==> config.mk <==
export PLATFORM = sky130hd
export DESIGN_NAME = gf_dsm_mul
export DESIGN_NICKNAME = d
export VERILOG_FILES = /design/src/rtl/gf_dsm_pkg.sv /design/src/rtl/gf_dsm_xtime.sv /design/src/rtl/gf_dsm_step.sv /design/src/rtl/gf_dsm_cell.sv /design/src/rtl/gf_dsm_mul.sv
export SDC_FILE = /design/constraint.sdc
export NUM_CORES = 1
export LEC_CHECK = 0
export BUFFER_PORTS_ARGS = -buffer_cell sky130_fd_sc_hd__buf_2
export CORE_UTILIZATION = 45
export DETAILED_ROUTE_END_ITERATION = 10
export PLACE_DENSITY = 0.63
export SETUP_SLACK_MARGIN = 0.2
export SYNTH_ARGS = -nofsm -noshare
export SYNTH_HDL_FRONTEND = slang
export SYNTH_SLANG_ARGS = --single-unit
==> constraint.sdc <==
create_clock -name clk -period 2.7 [get_ports clk]
set_input_delay 0.54 -clock clk [delete_from_list [all_inputs] [get_ports clk]]
set_output_delay 0.54 -clock clk [all_outputs]
set_load 0.005 [all_outputs]
==> src/rtl/gf_dsm_pkg.sv <==
// Shared helpers for the digit-serial field multiplier.
// Assumes positive arguments; no state.
package gf_dsm_pkg;

    // Number of digit steps needed to cover m bits in digits of l bits.
    function automatic int num_steps(input int m, input int l);
        return (m + l - 1) / l;
    endfunction

endpackage

==> src/rtl/gf_dsm_xtime.sv <==
// Multiply a field element by x and reduce once.
// Assumes M >= 2 and that g carries the coefficients below x^M.
module gf_dsm_xtime #(
    parameter int M = 13
) (
    input  logic [M-1:0] p_in,
    input  logic [M-1:0] g,
    output logic [M-1:0] p_out
);

    logic [M-1:0] shifted;
    logic [M-1:0] fold;

    // Shift up by one position; the bit leaving the top selects a fold of g.
    always_comb begin
        shifted = {p_in[M-2:0], 1'b0};
        fold    = p_in[M-1] ? g : '0;
        p_out   = shifted ^ fold;
    end

endmodule

==> src/rtl/gf_dsm_step.sv <==
// One digit step: p_out = (p_in * x^L + a * d) mod G, where d is an L-bit
// digit whose bit L-1 is the highest. The reduction is applied one bit at a
// time, so the digit is worked highest bit first in L xtime stages.
// Assumes L >= 1 and a already reduced (degree below M).
module gf_dsm_step #(
    parameter int M = 13,
    parameter int L = 4
) (
    input  logic [M-1:0] p_in,
    input  logic [M-1:0] a,
    input  logic [M-1:0] g,
    input  logic [L-1:0] digit,
    output logic [M-1:0] p_out
);

    logic [M-1:0] stage [0:L];
    logic [M-1:0] xt    [0:L-1];

    assign stage[0] = p_in;

    generate
        for (genvar j = 0; j < L; j++) begin : g_bit
            gf_dsm_xtime #(.M(M)) xt_i (
                .p_in  (stage[j]),
                .g     (g),
                .p_out (xt[j])
            );
            // Add the multiplicand when the current digit bit is set.
            assign stage[j+1] = xt[j] ^ ({M{digit[L-1-j]}} & a);
        end
    endgenerate

    assign p_out = stage[L];

endmodule

==> src/rtl/gf_dsm_cell.sv <==
// Systolic cell: consumes the top digit of its multiplier copy, registers
// the new partial product and passes operands one cell downstream.
// Assumes W is a multiple of L. Data registers load only with a valid item.
module gf_dsm_cell #(
    parameter int M = 13,
    parameter int L = 4,
    parameter int W = 16
) (
    input  logic         clk,
    input  logic         rst_n,
    input  logic         up_valid,
    input  logic [M-1:0] up_a,
    input  logic [M-1:0] up_g,
    input  logic [W-1:0] up_b,
    input  logic [M-1:0] up_p,
    output logic         dn_valid,
    output logic [M-1:0] dn_a,
    output logic [M-1:0] dn_g,
    output logic [W-1:0] dn_b,
    output logic [M-1:0] dn_p
);

    logic [L-1:0] digit;
    logic [M-1:0] p_next;

    // The digit handled here is always the top L bits of the incoming copy.
    assign digit = up_b[W-1 -: L];

    gf_dsm_step #(.M(M), .L(L)) step_i (
        .p_in  (up_p),
        .a     (up_a),
        .g     (up_g),
        .digit (digit),
        .p_out (p_next)
    );

    // Valid bit: cleared by reset, otherwise follows the upstream cell.
    always_ff @(posedge clk) begin
        if (!rst_n) dn_valid <= 1'b0;
        else        dn_valid <= up_valid;
    end

    // Data registers: cleared by reset, loaded only for a valid item.
    always_ff @(posedge clk) begin
        if (!rst_n) begin
            dn_a <= '0;
            dn_g <= '0;
            dn_b <= '0;
            dn_p <= '0;
        end else if (up_valid) begin
            dn_a <= up_a;
            dn_g <= up_g;
            dn_b <= up_b << L;
            dn_p <= p_next;
        end
    end

endmodule

==> src/rtl/gf_dsm_mul.sv <==
// Digit-serial field multiplier, top level. Builds NSTEP = ceil(M/L)
// cells in a one-way chain. The multiplier is zero-extended at the top to
// NSTEP*L bits, so padding digits are consumed first and add nothing.
// Assumes M >= 2, 1 <= L <= M, and an irreducible field polynomial.
module gf_dsm_mul #(
    parameter int M = 13,
    parameter int L = 4
) (
    input  logic         clk,
    input  logic         rst_n,
    input  logic         in_valid,
    input  logic [M-1:0] in_a,
    input  logic [M-1:0] in_b,
    input  logic [M-1:0] in_g,
    output logic         out_valid,
    output logic [M-1:0] out_p
);

    localparam int NSTEP = gf_dsm_pkg::num_steps(M, L);
    localparam int W     = NSTEP * L;

    logic         v_c [0:NSTEP];
    logic [M-1:0] a_c [0:NSTEP];
    logic [M-1:0] g_c [0:NSTEP];
    logic [W-1:0] b_c [0:NSTEP];
    logic [M-1:0] p_c [0:NSTEP];

    // Chain head: operands enter with an empty partial product.
    assign v_c[0] = in_valid;
    assign a_c[0] = in_a;
    assign g_c[0] = in_g;
    assign b_c[0] = W'(in_b);
    assign p_c[0] = '0;

    generate
        for (genvar k = 0; k < NSTEP; k++) begin : g_cell
            gf_dsm_cell #(.M(M), .L(L), .W(W)) cell_i (
                .clk      (clk),
                .rst_n    (rst_n),
                .up_valid (v_c[k]),
                .up_a     (a_c[k]),
                .up_g     (g_c[k]),
                .up_b     (b_c[k]),
                .up_p     (p_c[k]),
                .dn_valid (v_c[k+1]),
                .dn_a     (a_c[k+1]),
                .dn_g     (g_c[k+1]),
                .dn_b     (b_c[k+1]),
                .dn_p     (p_c[k+1])
            );
        end
    endgenerate

    // Chain tail drives the result ports.
    assign out_valid = v_c[NSTEP];
    assign out_p     = p_c[NSTEP];

endmodule

==> out/results.ini <==
[status]
outcome=finished clean

[floorplanning]
initial_core_util=0.460
core_sq_um=21900
die_x_um=152
ios=56
die-area_sq_um=23000
die_h_um=152
floorplan.rows=54

[sta]
fin_ws_ns=0.342
fin_crit_sh=0.873
final_max_slew_viol_count=0
tightest_slew_ns=0.745
hold_violations=0
slew_headroom=0.503
finalClockSkew_ns=0.0102
setup_violations=0
rsz0062_at_grt=true
finalCriticalPeriod_ns=2.36
setup_tns_ns=0
max_freq_mhz=424

[worst_setup_path]
cp-startpoint=g_cell[1].cell_i.dn_a[12]$_SDFFE_PN0P_
start_kind=register
reg2reg_depth=8
reg2reg_to=g_cell[2].cell_i.dn_p[11]$_SDFFE_PN0P_
critPathKind=register to register
critical_path.endpoint_type=register
worstPathArrival_ns=2.73
cp_max_fo=11
crit_end=g_cell[2].cell_i.dn_p[11]$_SDFFE_PN0P_
reg2reg_slack_ns=0.34
required_ns=3.07
rr_startpoint=g_cell[1].cell_i.dn_a[12]$_SDFFE_PN0P_

[yosys]
synth-seq-area-share=0.314
synth_edf_count=0
yosysUniqueCellTypes=37
synth_cells=1226
ys.warnings.count=0
async_flop_share=0
synth_nets=1268
synth_flop_cell=dfxtp_1
synth.ff_latch_count=158
post_synth.cell_area_avg_sq_um=8.22
syn_area_sq_um=10100

[global_routing]
track_usage=0.222
antenna_found_initial=0
grt_pass1_wl_um=39400
grt-ovfl-total=0
grt_start_max_net_pins=66
grt_pass1_vias=7447

[final_layout]
final_common_cell=nand2_1
fin_area_sq_um=11400
area_growth_pct=13.2
drive_above_1_share=0.119
fin_util=0.521
mostFrequentLayoutCells=nand2_1 (266), xnor2_1 (187), dfxtp_1 (155), nor2b_1 (103), mux2i_1 (102)
diodes=0
nets=1324

[placement]
portBuffers=55
hpwl_um=18300
gp_congestion=0.836
dpl_cell_area_sq_um=10800
dp_slack_ns=0.217

[cts]
tritoncts=done
cts_made_buffers=17
cts.clk_slew.worst_paths_ns=0.07
cts.sinks=158
clock_latency_ns=0.43
htreeDepth=4
clock-root-buffer=clkbuf_16
cts_max_path_buffers=2

[route]
drt_iter0_markers=469
drt-total-wl_um=24700
routed_wire_length_per_instance_um=15.7
drc=0
dr_total_vias=8032
detail-route-antenna-nets=0
detail_route.vias_per_cell=5.10
dr.pass1.iters=5

[power_and_ir_drop]
cellPowerDensity_nw_per_um2=476
ir_worst_vdd_uv=343
p_leak_nw=3.96
p_total_mw=5.42

[flow_run]
maxCapViolCount=0

[worst_hold_path]
hold_class=input port to register

-- through the flow --
stage | hold WS [ns] | cells
after CTS | 0.354 | 1573
final | 0.369 | 1575
after global routing | 0.368 | 1575
after global placement | 0.478 | 1541
after floorplan | 0.466 | 1226
after detailed placement | 0.479 | 1541
-- worst max-delay path: stages (launching register included) --
cell	delay, ns
dfxtp_1	0.43
nand2_1	0.10
xnor2_1	0.24
xnor2_2	0.15
xnor2_2	0.41
a21bo_2	0.37
nand3_1	0.13
or3_1	0.37
nand3_1	0.08
-- worst min path at each step --
stage                                                 startpoint                                     end  slack, ns  depth (start not counted)
after floorplan           g_cell[0].cell_i.dn_p[10]$_SDFFE_PN0P_  g_cell[0].cell_i.dn_p[10]$_SDFFE_PN0P_       0.47                          2
after global placement     g_cell[0].cell_i.dn_p[9]$_SDFFE_PN0P_   g_cell[0].cell_i.dn_p[9]$_SDFFE_PN0P_       0.48                          2
after global routing                                     in_g[0]   g_cell[0].cell_i.dn_g[0]$_SDFFE_PN0P_       0.37                          3
final                                                    in_b[7]  g_cell[0].cell_i.dn_b[11]$_SDFFE_PN0P_       0.37                          3
after detailed placement   g_cell[3].cell_i.dn_p[9]$_SDFFE_PN0P_   g_cell[3].cell_i.dn_p[9]$_SDFFE_PN0P_       0.48                          2
after CTS                                                in_b[6]  g_cell[0].cell_i.dn_b[10]$_SDFFE_PN0P_       0.35                          3
-- layout make-up --
| cell class | count | area (sq um) |
|---|---|---|
| Multi-Input combinational cell | 984 | 6590 |
| Clock buffer | 21 | 470 |
| Sequential cell | 158 | 3170 |
| Fill cell | 2116 | 10500 |
| Tap cell | 280 | 350 |
| Timing Repair Buffer | 108 | 688 |
| Inverter | 13 | 48.8 |
| Clock inverter | 11 | 86.3 |
-- layer usage --
layer  up-vias  GRT usage  part of all wire
met4         0     0.0718             0.019
met3        27     0.0380             0.034
met1      3748      0.291              0.47
li1       4121          -                 -
met2       136      0.368              0.47
met5         -          0                 0
-- Yosys cell counts, drive strengths merged (3+ instances only) --
master    n  area share
a211oi    3      0.0022
a31oi     4      0.0025
xnor3     6       0.013
mux2i   102        0.10
buf      20       0.010
xnor2   194        0.17
clkbuf   51       0.019
nor2b   103       0.064
clkinv    3      0.0011
nor2      7      0.0026
or3      24       0.015
o21ai    14      0.0070
a21boi   13      0.0097
nand3   100       0.050
nand2b   13      0.0081
nand4     6      0.0037
a21oi    11      0.0055
dfxtp   158        0.31
nor3      5      0.0025
and2      5      0.0031
nand2   267        0.10
nand3b   30       0.022
xor2     65       0.057
inv      10      0.0037
-- cell families (layout without fill, tap and decap cells) --
group                     after synthesis  after routing  synth area share
and+or+nand+nor                       561            561             0.271
AOI/OAI and AO/OA                      56             56            0.0369
buffers and inverters                  84            153            0.0339
muxes                                 102            102             0.101
xor gates and xnor gates              265            265             0.242
DFF                                   158            158             0.314
-- sequential cells by signal, indices dropped and copies added (netlist names) --
name	flops
g_cell.cell_i.dn_a	39
g_cell.cell_i.dn_g	39
g_cell.cell_i.dn_b	24
g_cell.cell_i.dn_valid	4
g_cell.cell_i.dn_p	52
-- what timing repair did --
action,in CTS,in global routing
endpoints found under the setup margin,0,30
hold buffers,0,0
gates resized for setup,0,4
setup buffers,0,2
hold endpoints to repair,0,0
-- where the power goes --
group	switching [mW]	total [mW]	internal, mW	leakage, nW
Clock	1.03	2.28	1.26	0.270
Sequential	0.0954	2.50	2.41	1.29
Combinational	0.335	0.635	0.299	2.40
Total	1.46	5.42	3.97	3.96
No activity file was read; power rests on OpenSTA's default activity.
